--- src/rtl/neuron_pkg.sv ---
package neuron_pkg;
    localparam int DATA_W    = 8;
    localparam int PROD_W    = 2 * DATA_W;
    localparam int ACC_W     = PROD_W + 2;
    localparam int LUT_DEPTH = 1 << DATA_W;
    localparam int LUT_HALF  = LUT_DEPTH / 2;
    localparam int OUT_MAX   = 63;
    localparam int IN_SCALE  = 32;
    localparam int PADE_K    = 27 * IN_SCALE * IN_SCALE;
    localparam int LATENCY   = 3;

    // Table word for a clipped sum c: tanh(c/32) scaled by 64, clamped to 63, odd symmetric.
    function automatic logic [DATA_W-1:0] tanh_entry(input int c);
        int m;
        int mag;
        int val;
        m   = (c < 0) ? -c : c;
        mag = (2 * m * (PADE_K + m * m)) / (PADE_K + 9 * m * m);
        if (mag > OUT_MAX) mag = OUT_MAX;
        val = (c < 0) ? -mag : mag;
        return val[DATA_W-1:0];
    endfunction
endpackage

--- src/rtl/neuron_mult_stage.sv ---
module neuron_mult_stage
    import neuron_pkg::*;
(
    input  logic              clk,
    input  logic              rst,
    input  logic              in_valid,
    input  logic [DATA_W-1:0] in_a,
    input  logic [DATA_W-1:0] wt_a,
    input  logic [DATA_W-1:0] in_b,
    input  logic [DATA_W-1:0] wt_b,
    input  logic [DATA_W-1:0] bias,
    output logic              prod_valid,
    output logic [PROD_W-1:0] prod_a,
    output logic [PROD_W-1:0] prod_b,
    output logic [DATA_W-1:0] bias_out
);
    typedef struct packed {
        logic              vld;
        logic [PROD_W-1:0] pa;
        logic [PROD_W-1:0] pb;
        logic [DATA_W-1:0] bs;
    } mult_st_t;

    mult_st_t st_d, st_q;

    always_comb begin
        st_d     = st_q;
        st_d.vld = in_valid;
        // Sign-extend to full product width; the low half of the product is exact.
        st_d.pa  = {{DATA_W{in_a[DATA_W-1]}}, in_a} * {{DATA_W{wt_a[DATA_W-1]}}, wt_a};
        st_d.pb  = {{DATA_W{in_b[DATA_W-1]}}, in_b} * {{DATA_W{wt_b[DATA_W-1]}}, wt_b};
        st_d.bs  = bias;
    end

    always_ff @(posedge clk) begin
        if (rst) st_q <= '0;
        else     st_q <= st_d;
    end

    assign prod_valid = st_q.vld;
    assign prod_a     = st_q.pa;
    assign prod_b     = st_q.pb;
    assign bias_out   = st_q.bs;
endmodule

--- src/rtl/neuron_sum_clip.sv ---
module neuron_sum_clip
    import neuron_pkg::*;
(
    input  logic              clk,
    input  logic              rst,
    input  logic              prod_valid,
    input  logic [PROD_W-1:0] prod_a,
    input  logic [PROD_W-1:0] prod_b,
    input  logic [DATA_W-1:0] bias_in,
    output logic              addr_valid,
    output logic [DATA_W-1:0] lut_addr
);
    localparam logic signed [ACC_W-1:0] SAT_HI = ACC_W'(LUT_HALF - 1);
    localparam logic signed [ACC_W-1:0] SAT_LO = -ACC_W'(LUT_HALF);

    typedef struct packed {
        logic              vld;
        logic [DATA_W-1:0] addr;
    } sum_st_t;

    sum_st_t           st_d, st_q;
    logic [ACC_W-1:0]  acc;
    logic [DATA_W-1:0] clipped;

    always_comb begin
        acc = {{(ACC_W-PROD_W){prod_a[PROD_W-1]}}, prod_a}
            + {{(ACC_W-PROD_W){prod_b[PROD_W-1]}}, prod_b}
            + {{(ACC_W-DATA_W){bias_in[DATA_W-1]}}, bias_in};
        if ($signed(acc) > SAT_HI)      clipped = SAT_HI[DATA_W-1:0];
        else if ($signed(acc) < SAT_LO) clipped = SAT_LO[DATA_W-1:0];
        else                            clipped = acc[DATA_W-1:0];
        st_d      = st_q;
        st_d.vld  = prod_valid;
        // Offset binary: invert the sign so address 0 holds the most negative sum.
        st_d.addr = {~clipped[DATA_W-1], clipped[DATA_W-2:0]};
    end

    always_ff @(posedge clk) begin
        if (rst) begin
            st_q.vld  <= 1'b0;
            st_q.addr <= DATA_W'(LUT_HALF);
        end else begin
            st_q <= st_d;
        end
    end

    assign addr_valid = st_q.vld;
    assign lut_addr   = st_q.addr;
endmodule

--- src/rtl/neuron_act_lut.sv ---
module neuron_act_lut
    import neuron_pkg::*;
(
    input  logic              clk,
    input  logic              rst,
    input  logic              addr_valid,
    input  logic [DATA_W-1:0] lut_addr,
    output logic              out_valid,
    output logic [DATA_W-1:0] y
);
    typedef struct packed {
        logic              vld;
        logic [DATA_W-1:0] word;
    } lut_st_t;

    lut_st_t           st_d, st_q;
    logic [DATA_W-1:0] table_w [LUT_DEPTH];

    for (genvar a = 0; a < LUT_DEPTH; a++) begin : g_rom
        assign table_w[a] = tanh_entry(a - LUT_HALF);
    end

    always_comb begin
        st_d      = st_q;
        st_d.vld  = addr_valid;
        st_d.word = table_w[lut_addr];
    end

    always_ff @(posedge clk) begin
        if (rst) st_q <= '0;
        else     st_q <= st_d;
    end

    assign out_valid = st_q.vld;
    assign y         = st_q.word;
endmodule

--- src/rtl/neuron_tanh.sv ---
module neuron_tanh
    import neuron_pkg::*;
(
    input  logic              clk,
    input  logic              rst,
    input  logic              in_valid,
    input  logic [DATA_W-1:0] in_a,
    input  logic [DATA_W-1:0] wt_a,
    input  logic [DATA_W-1:0] in_b,
    input  logic [DATA_W-1:0] wt_b,
    input  logic [DATA_W-1:0] bias,
    output logic              out_valid,
    output logic [DATA_W-1:0] y
);
    logic              prod_valid;
    logic [PROD_W-1:0] prod_a;
    logic [PROD_W-1:0] prod_b;
    logic [DATA_W-1:0] bias_s1;
    logic              addr_valid;
    logic [DATA_W-1:0] lut_addr;

    neuron_mult_stage u_mult (
        .clk        (clk),
        .rst        (rst),
        .in_valid   (in_valid),
        .in_a       (in_a),
        .wt_a       (wt_a),
        .in_b       (in_b),
        .wt_b       (wt_b),
        .bias       (bias),
        .prod_valid (prod_valid),
        .prod_a     (prod_a),
        .prod_b     (prod_b),
        .bias_out   (bias_s1)
    );

    neuron_sum_clip u_sum (
        .clk        (clk),
        .rst        (rst),
        .prod_valid (prod_valid),
        .prod_a     (prod_a),
        .prod_b     (prod_b),
        .bias_in    (bias_s1),
        .addr_valid (addr_valid),
        .lut_addr   (lut_addr)
    );

    neuron_act_lut u_lut (
        .clk        (clk),
        .rst        (rst),
        .addr_valid (addr_valid),
        .lut_addr   (lut_addr),
        .out_valid  (out_valid),
        .y          (y)
    );
endmodule

--- config.mk ---
export PLATFORM = sky130hd
export DESIGN_NAME = neuron_tanh
export DESIGN_NICKNAME = d
export VERILOG_FILES = /design/src/rtl/neuron_pkg.sv /design/src/rtl/neuron_mult_stage.sv /design/src/rtl/neuron_sum_clip.sv /design/src/rtl/neuron_act_lut.sv /design/src/rtl/neuron_tanh.sv
export SDC_FILE = /design/constraint.sdc
export NUM_CORES = 1
export LEC_CHECK = 0
export ABC_AREA = 1
export BUFFER_PORTS_ARGS = -buffer_cell sky130_fd_sc_hd__buf_2
export CORE_MARGIN = 2
export CORE_UTILIZATION = 30
export DETAILED_ROUTE_END_ITERATION = 8
export PLACE_DENSITY = 0.52
export SLEW_MARGIN = 30
export SYNTH_ARGS = -nofsm -noshare
export SYNTH_HDL_FRONTEND = slang
export SYNTH_SLANG_ARGS = --single-unit
export TNS_END_PERCENT = 30
--- constraint.sdc ---
create_clock -name clk -period 7 [get_ports clk]
set_clock_uncertainty 0.05 [all_clocks]
set_input_delay 1.05 -clock clk [delete_from_list [all_inputs] [get_ports clk]]
set_output_delay 1.05 -clock clk [all_outputs]
set_load 0.005 [all_outputs]
==> results list, run 1 <==
* Status: finished, final reports clean
- Setup repair after global routing left no endpoint under its margin.
- CP arrival: 5.05 ns
- CP bufs+invs: 3
- Core area: 0.0306 mm^2
- Number of setup violations in the final report: 0
* Drc violations: 0
- The die is 180 um wide.
- After floorplanning, the core was divided into 64 placement rows.
- TritonCTS created 9 clock buffers.
- The number of antenna violations at the first check in global routing was 0.
- In the synthesized netlist, the cells that appear most often are sky130_fd_sc_hd__nand2_1 (282), sky130_fd_sc_hd__inv_1 (279), sky130_fd_sc_hd__fa_1 (112).
* Total via count in the routed design: 7786
- Number of antenna repair diodes: 0
* # nets final: 1557
- Clock input transition at the sequential cells of the worst setup and hold paths: 0.05 ns
- Number of global-route vias before repair: 7869
* Leakage power figure: 5.69 nW
* Final Max Tran Viols: 0
* Synth Net Count: 1542
* Crit end category: register
- In this run, the number of DRC markers left after iteration 0 of detailed routing was 354.
* Critical path fanouts, max: 8
* Commonest register cell after synthesis: sky130_fd_sc_hd__dfxtp_1
* Pin count of the biggest net entering global routing: 40
- The die covers 0.0325 mm^2.
* Share of the clock period used by the worst path after layout: 69.9%
- Library cell occupying the most area in the post-synthesis netlist: sky130_fd_sc_hd__fa_1
* Top Family by Delay on Critical Path: adder cells
- The smallest clock period supported by the final layout is computed as 4.89 ns.
* Ordered cell list for the critical path: buf_2 > inv_1 > or2_2 > fa_1 > fa_1 > inv_1 > fa_1 > fa_1 > ha_1 > a21oi_1 > o21ai_0 > a21oi_1 > nor2_1 > o21ai_0 > nand2_1 > o21ai_0 > a21oi_1
* Post-place setup slack: 1.77 ns
- Synthesis handed over a netlist of 1282 instances.
* Ports: 52
- In the global route stage, met3 resource usage came out at 1.76%.
- Clk_lat worst skew: 0.33 ns
- The number of hold buffers added after CTS was 0.
- Number of setup buffers added after CTS: 0
- Setup slack on the critical path of the routed design comes to 2.11 ns.
- Once the floorplan was initialized, standard cells occupied 30.5% of the core.
- The worst register-to-register path has a setup slack of 3.10 ns.
* Global-route congestion overflow total: 0
* Area delta synth->final: 9.24%
* Worst slew slack as a fraction of its limit: 41.3%
- The synthesized design contains 58 register bits.
- Count of clock tree sinks: 58
- The tightest min-delay check is of the register to register type.
- Number of unique standard cell types used by synthesis: 48
* Fraction of synthesis flops using an asynchronous set or reset pin: 0%
* Power density cells: 419 mW/mm^2
- Across the VDD grid, the largest voltage drop is 0.137 mV.
- Peak per-stage delay on the critical path: 0.54 ns
- The longest clock path from root to sink contains 2 buffers.
* HPWL after DPL: 17700 um
* Number of search-and-repair iterations in the first detailed-routing pass: 5
* Number of hold-slack violations in the final timing report: 0
- Area share of the largest cell type after synthesis: 24.1%
* Global-route wire length before repair: 36700 um
* Global routing's busiest layer: met2
* Required @ worst endpoint: 7.16 ns
- Global routing usage summed across all routing layers: 13.4%
- The routed design has 20800 um of wire.
* Die boundary height: 180 um
- At the pin with the least slew margin, the transition time is 0.881 ns.
* Ratio of cells with drive above 1 in the final layout: 9.84%
- Global-route track usage on met2: 23.7%
* Type of origin of the critical path: input port
- Cell area after synthesis: 0.00932 mm^2
* Count of port buffers added during placement: 51
- CP dominant cell by count: sky130_fd_sc_hd__fa_1
- The layout has 3368 filler cells.
- Max Clock Freq: 204 MHz
* Library cell contributing the largest single delay on the critical path: sky130_fd_sc_hd__fa_1
- Resized cells post-CTS: 0
- Across the run, the number of max-cap violations was 0.
- Kind of critical path: input port to register
- Counting flops with a built-in enable in the synthesized netlist gives 0.
- Dominant cells by area after synthesis: sky130_fd_sc_hd__fa_1 (24%), sky130_fd_sc_hd__ha_1 (14%), sky130_fd_sc_hd__dfxtp_1 (12%)
* Detail-routed net length per standard cell: 12.3 um
- Vias per Instance: 4.59
- Clock H-tree levels: 3
- Routability-driven placement finished with a final weighted congestion of 0.875.
* Number of nets still failing antenna checks after routing: 0
* Final total negative setup slack: 0 ns
- Summing the sequential cell areas from Yosys gives 12.5% of the chip area.
- By instance count, the leading cell after synthesis is sky130_fd_sc_hd__nand2_1.
- A synthesized cell averages 7.27 um^2.
* TritonCTS clock tree: done
- Power after layout: 4.26 mW
- In the global route stage, met1 resource usage came out at 17.5%.
- The Yosys step of the flow raised 0 warnings.
- Root Driver: sky130_fd_sc_hd__clkbuf_16
## sequential cells by signal, indices dropped and copies added (netlist names)
name	flops
u_mult.prod_a	16
u_mult.prod_valid	1
u_sum.lut_addr	8
u_lut.y	7
u_mult.bias_out	8
u_lut.out_valid	1
u_sum.addr_valid	1
u_mult.prod_b	16
## worst paths after layout
path / start / end / cells past startpoint
worst min-delay path: u_sum.addr_valid / u_lut.out_valid / 2
worst max register to register: u_mult.prod_a[0] / u_sum.lut_addr[0] / 26
worst max-delay path: wt_a[7] / u_mult.prod_a[12] / 17
worst min register to register: u_sum.addr_valid / u_lut.out_valid / 2
## routing by layer
metal | routed length [um] | part of all wire (%)
met5 | 0 | 0
met4 | 243 | 1.2
met3 | 743 | 3.6
met2 | 10200 | 49
met1 | 9640 | 46
## cell type report
type                       count  area, um^2  area share [%]
multi-input combinational    892        6900            67.8
sequential                    58        1160            11.4
inverter                     285        1070            10.5
tap                          396         495            4.87
timing repair buffer          51         255            2.51
clock buffer                  10         239            2.35
clock inverter                 5        55.1           0.541
## through the flow
stage	cells	utilization [%]	hold WS, ns	instance area [um^2]
2_1_floorplan	1282	-	0.338	9320
3_3_place_gp	1682	32.3	0.339	9890
3_5_place_dp	1682	32.3	0.348	9890
4_1_cts	1697	33.3	0.355	10200
5_1_grt	1697	33.3	0.381	10200
6_report	1697	33.3	0.353	10200
## placed cells by master, fill, tap and decap left out, types with 4 or more instances in the layout
cell                          n
sky130_fd_sc_hd__a211oi_1     4
sky130_fd_sc_hd__a21oi_1     79
sky130_fd_sc_hd__a21oi_2      9
sky130_fd_sc_hd__a31oi_1      4
sky130_fd_sc_hd__buf_2       51
sky130_fd_sc_hd__clkbuf_16    9
sky130_fd_sc_hd__dfxtp_1     58
sky130_fd_sc_hd__fa_1       112
sky130_fd_sc_hd__ha_1       105
sky130_fd_sc_hd__inv_1      279
sky130_fd_sc_hd__inv_2        6
sky130_fd_sc_hd__nand2_1    282
sky130_fd_sc_hd__nand2_2     10
sky130_fd_sc_hd__nand3_1     41
sky130_fd_sc_hd__nand3_2      5
sky130_fd_sc_hd__nand4_1      7
sky130_fd_sc_hd__nor2_1      72
sky130_fd_sc_hd__nor2_2       5
sky130_fd_sc_hd__nor3_1       5
sky130_fd_sc_hd__o211ai_1     6
sky130_fd_sc_hd__o21ai_0     55
sky130_fd_sc_hd__o31ai_1      4
sky130_fd_sc_hd__or2_2       15
sky130_fd_sc_hd__xnor2_1     17
sky130_fd_sc_hd__xor2_1      16
## worst register-to-register path, stage by stage, from the launching register on
cell and delay (ns):
sky130_fd_sc_hd__dfxtp_1 0.31, sky130_fd_sc_hd__ha_1 0.16, sky130_fd_sc_hd__inv_1 0.06, sky130_fd_sc_hd__fa_1 0.39
sky130_fd_sc_hd__inv_1 0.07, sky130_fd_sc_hd__nand3_1 0.08, sky130_fd_sc_hd__nand2_1 0.09, sky130_fd_sc_hd__nand2_1 0.06
sky130_fd_sc_hd__nand2_1 0.06, sky130_fd_sc_hd__o21ai_1 0.12, sky130_fd_sc_hd__o21ai_2 0.20, sky130_fd_sc_hd__a21boi_1 0.12
sky130_fd_sc_hd__o21ai_0 0.20, sky130_fd_sc_hd__xor2_1 0.17, sky130_fd_sc_hd__ha_1 0.34, sky130_fd_sc_hd__nand2_1 0.14
sky130_fd_sc_hd__nand2_1 0.06, sky130_fd_sc_hd__nand2_1 0.05, sky130_fd_sc_hd__nand2_1 0.04, sky130_fd_sc_hd__a21oi_1 0.24
sky130_fd_sc_hd__nand3_1 0.12, sky130_fd_sc_hd__nand2_1 0.09, sky130_fd_sc_hd__nand2_1 0.05, sky130_fd_sc_hd__nor2_1 0.14
sky130_fd_sc_hd__nand3_2 0.10, sky130_fd_sc_hd__nand2_4 0.15, sky130_fd_sc_hd__a21oi_2 0.08
## power by group
group | switching [mW] | internal (mW) | total [mW]
Clock | 0.159 | 0.282 | 0.441
Sequential | 0.108 | 0.446 | 0.554
Combinational | 2.04 | 1.22 | 3.27
## cells by family (layout without fill, tap and decap cells)
kind of cell | Yosys count | count (layout) | synth area share (%)
and+or+nand+nor | 461 | 461 | 21.5
buffers and inverters | 332 | 351 | 13.5
adders and majority gates | 217 | 217 | 38.2
AOI/OAI and AO/OA | 180 | 180 | 11.1
DFF | 58 | 58 | 12.5
xor gates and xnor gates | 34 | 34 | 3.40
(Power assumes the default switching activity.)
==> run 2, diff against run 1 <==
==> constraint.sdc (replaced) <==
create_clock -name clk -period 4.6 [get_ports clk]
set_clock_uncertainty 0.05 [all_clocks]
set_input_delay 0.69 -clock clk [delete_from_list [all_inputs] [get_ports clk]]
set_output_delay 0.69 -clock clk [all_outputs]
set_load 0.005 [all_outputs]
==> run 2 against run 1 <==
Clock power rose by 77%. Total power is 66% higher. Flip-flop and latch count is the same. Count of clock-buffer cells in the layout increased by 1. Register-to-register slack worse by 2.4 ns. Combinational power up 67%. Design area is 4.8% higher. Critical endpoint is now u_mult.prod_b[15].
==> results list, run 2 (synthesized netlist as in run 1, its figures left out) <==
* Peak per-stage delay on the critical path: 0.54 ns (about the same)
- Core area: 0.0306 mm^2 (unchanged)
- The register clock-pin slew on the reported worst setup and hold paths is 0.05 ns (about the same).
- Critical path fanouts, max: 6 (was 8)
- Power after layout: 7.08 mW (was 4.26 mW)
- Number of hold buffers added after cts: 0 (unchanged)
* Final total negative setup slack: 0 ns (unchanged)
- Library cell contributing the largest single delay on the critical path: sky130_fd_sc_hd__fa_1 (unchanged)
- The critical setup path kind was input port to register (unchanged).
- CP bufs+invs: 4 (was 3)
- Required @ worst endpoint: 4.73 ns (was 7.16 ns)
- The sort of element at the end of the critical path was a register (unchanged).
- The level count of the clock H-tree came to 3 (unchanged).
- Power density cells: 664 mW/mm^2 (was 419 mW/mm^2)
- CP arrival: 4.53 ns (was 5.05 ns)
- Detail-routed net length per standard cell: 11.9 um (was 12.3 um)
* Max-cap violations: 0 (unchanged)
* Maximum buffer depth of the clock tree: 2 (unchanged)
- Count of port buffers added during placement: 51 (unchanged)
* Unrepaired setup endpoints after global routing: no (unchanged)
- The effective utilization at floorplan is 30.5% (unchanged).
- Worst-margin pin slew: 0.874 ns (was 0.881 ns)
* Root Driver: sky130_fd_sc_hd__clkbuf_16 (unchanged)
* Ports: 52 (unchanged)
- Ratio of cells with drive above 1 in the final layout: 13.7% (was 9.84%)
- Global-route congestion overflow total: 0 (unchanged)
- The cell type with the highest occurrence count on the critical path was sky130_fd_sc_hd__fa_1 (unchanged).
- Number of hold-slack violations in the final timing report: 0 (unchanged)
- Die boundary height: 180 um (unchanged)
- The relative slew slack is 41.8% (was 41.3%).
* Max Clock Freq: 227 MHz
- The area growth from synthesis to layout was 14.4% (was 9.24%).
* Type of origin of the critical path: input port (unchanged)
- Num CTS Buffers: 9 (unchanged)
- Leakage power figure: 5.99 nW (was 5.69 nW)
- Filler cells: 3300 (was 3368)
* Hold/Removal Path Class: register to register (unchanged)
- Total area of sequential cells: 0.00116 mm^2 (unchanged)
- Leading cell type in the layout, fill and taps excluded: sky130_fd_sc_hd__nand2_1 (unchanged)
- The maximum ir drop on the vdd rail was 0.275 mV (was 0.137 mV).
- Most used cells in the layout excluding fill and tap cells: sky130_fd_sc_hd__nand2_1 (282), sky130_fd_sc_hd__inv_1 (279), sky130_fd_sc_hd__fa_1 (112) (unchanged).
* Number of setup violations in the final report: 0 (unchanged)
- The number of antenna violations at the first check in global routing was 0 (unchanged).
* Number of search-and-repair iterations in the first detailed-routing pass: 5 (unchanged)
* Multi-input gate area in the final layout: 0.00692 mm^2 (was 0.00690 mm^2)
- The switching part of the total was 50.8% (was 54.2%).
* Number of antenna repair diodes: 0 (unchanged)
- Final Max Tran Viols: 0 (unchanged)
- The overall die width came to 180 um (unchanged).
- The number of clock sinks seen by CTS came to 58 (unchanged).
- TritonCTS clock tree: done (unchanged)
* Final critical-path required period: 4.40 ns
- Vias per Instance: 4.49 (was 4.59)
* Status: finished, final reports clean (unchanged)
* Drc violations: 0 (unchanged)
- Combinational cell fraction of total power: 77.1% (was 76.7%)
- DR iter-0 viols: 364 (was 354)
- The number of vias after detailed routing is 7874 (was 7786).
- Row Count: 64 (unchanged)
- Number of nets still failing antenna checks after routing: 0 (unchanged)
- Clk_lat worst skew: 0.33 ns (about the same)
- The kind of cell adding the most delay to the critical path was adder cells (unchanged).
* HPWL after DPL: 17900 um (was 17700 um)
- Net switching power: 3.60 mW (was 2.31 mW)
- The global placement routability congestion was 0.855 (was 0.875).
- Total routed wirelength: 20800 um (about the same)
* Share of the clock period used by the worst path after layout: 95.6%
- The overall track demand over capacity in global routing came to 13.3% (was 13.4%).
- The final net count is 1611 (was 1557).
- The die area is 0.0325 mm^2 (unchanged).
- Clock power frac: 11.0% (was 10.3%)
- The largest net degree at the start of global routing was 40 (unchanged).
* Number of setup buffers added after CTS: 0 (unchanged)
- Sequential group share of total power: 11.9% (was 13.0%)
- The cell-internal power is 3.49 mW (was 1.95 mW).
* Global-route wire length before repair: 36700 um (about the same)
* Ordered cell list for the critical path: buf_2 > inv_1 > buf_4 > or2_2 > fa_1 > inv_1 > fa_1 > fa_1 > fa_1 > ha_1 > nand4_1 > nor4_1 > nor2_1 > xor2_1 > nor2_1 (was buf_2 > inv_1 > or2_2 > fa_1 > fa_1 > inv_1 > fa_1 > fa_1 > ha_1 > a21oi_1 > o21ai_0 > a21oi_1 > nor2_1 > o21ai_0 > nand2_1 > o21ai_0 > a21oi_1)
* Number of global-route vias before repair: 7898 (was 7869)
-- run 2: cell types whose count changed in the layout (fill, tap and decap cells not counted) --
cell / previous run / this run
sky130_fd_sc_hd__o21ai_1: 2 / 3
sky130_fd_sc_hd__clkinvlp_4: 2 / 0
sky130_fd_sc_hd__clkbuf_8: 1 / 2
sky130_fd_sc_hd__bufinv_16: 1 / 3
sky130_fd_sc_hd__buf_4: 0 / 54
sky130_fd_sc_hd__a21oi_2: 9 / 11
sky130_fd_sc_hd__ha_1: 105 / 104
sky130_fd_sc_hd__o21ai_0: 55 / 54
sky130_fd_sc_hd__ha_4: 0 / 1
sky130_fd_sc_hd__a21oi_1: 79 / 77
-- run 2: power groups by stage --
| stage | registers, mW | logic (mW) | clock network [mW] |
|---|---|---|---|
| final | 0.842 | 5.46 | 0.780 |
| after global routing | 0.863 | 6.28 | 0.827 |
| after CTS | 0.847 | 5.47 | 0.802 |
| after detailed placement | 0.855 | 5.44 | 0 |
| after global placement | 0.859 | 5.42 | 0 |
| after floorplan | 0.749 | 4.04 | 0 |
-- run 2: per-layer routing --
layer / vias up / part of all wire, % / GRT usage, %
met4: 0 / 0.90 / 1.90
met2: 125 / 47 / 22.4
met5: - / 0 / 0
met3: 14 / 3.5 / 1.98
li1: 4073 / - / -
met1: 3662 / 49 / 18.5
-- run 2: path summary, 6_finish.rpt --
path                      from                 to  slack [ns]  cells past startpoint
max                    wt_b[7]  u_mult.prod_b[15]        0.20                     15
min          u_mult.prod_valid   u_sum.addr_valid        0.35                      2
max reg2reg   u_mult.prod_a[0]  u_sum.lut_addr[4]        0.70                     25
min reg2reg  u_mult.prod_valid   u_sum.addr_valid        0.35                      2
-- run 2: final cells by class --
type	count	area share [%]
inverter	285	10.0
clock inverter	5	0.939
tap	396	4.65
multi-input combinational	892	64.9
clock buffer	11	2.37
sequential	58	10.9
timing repair buffer	105	6.19
-- run 2: what timing repair did --
| action | 4_1_cts | 5_1_grt |
|---|---|---|
| endpoints found under the hold margin | 0 | 0 |
| endpoints found under the setup margin | 0 | 2 |
| resized for setup | 0 | 4 |
-- run 2: metrics by stage --
stage	std cells	setup slack [ns]	area, um^2	util [%]	hold slack (ns)
after floorplan	1282	0.00211	9320	-	0.338
after detailed placement	1736	-0.161	10300	33.6	0.349
after global routing	1752	0.000352	10700	34.9	0.360
final	1752	0.203	10700	34.9	0.353
after global placement	1736	-0.129	10300	33.6	0.340
after CTS	1752	0.174	10600	34.8	0.356
-- run 2: tightest hold or removal path, delay by kind of cell, from the launching register on --
family / cells / cell delay [ns]
AND/OR/NAND/NOR: 1 / 0.03
buffers and inverters: 1 / 0.04
flip-flops: 1 / 0.29
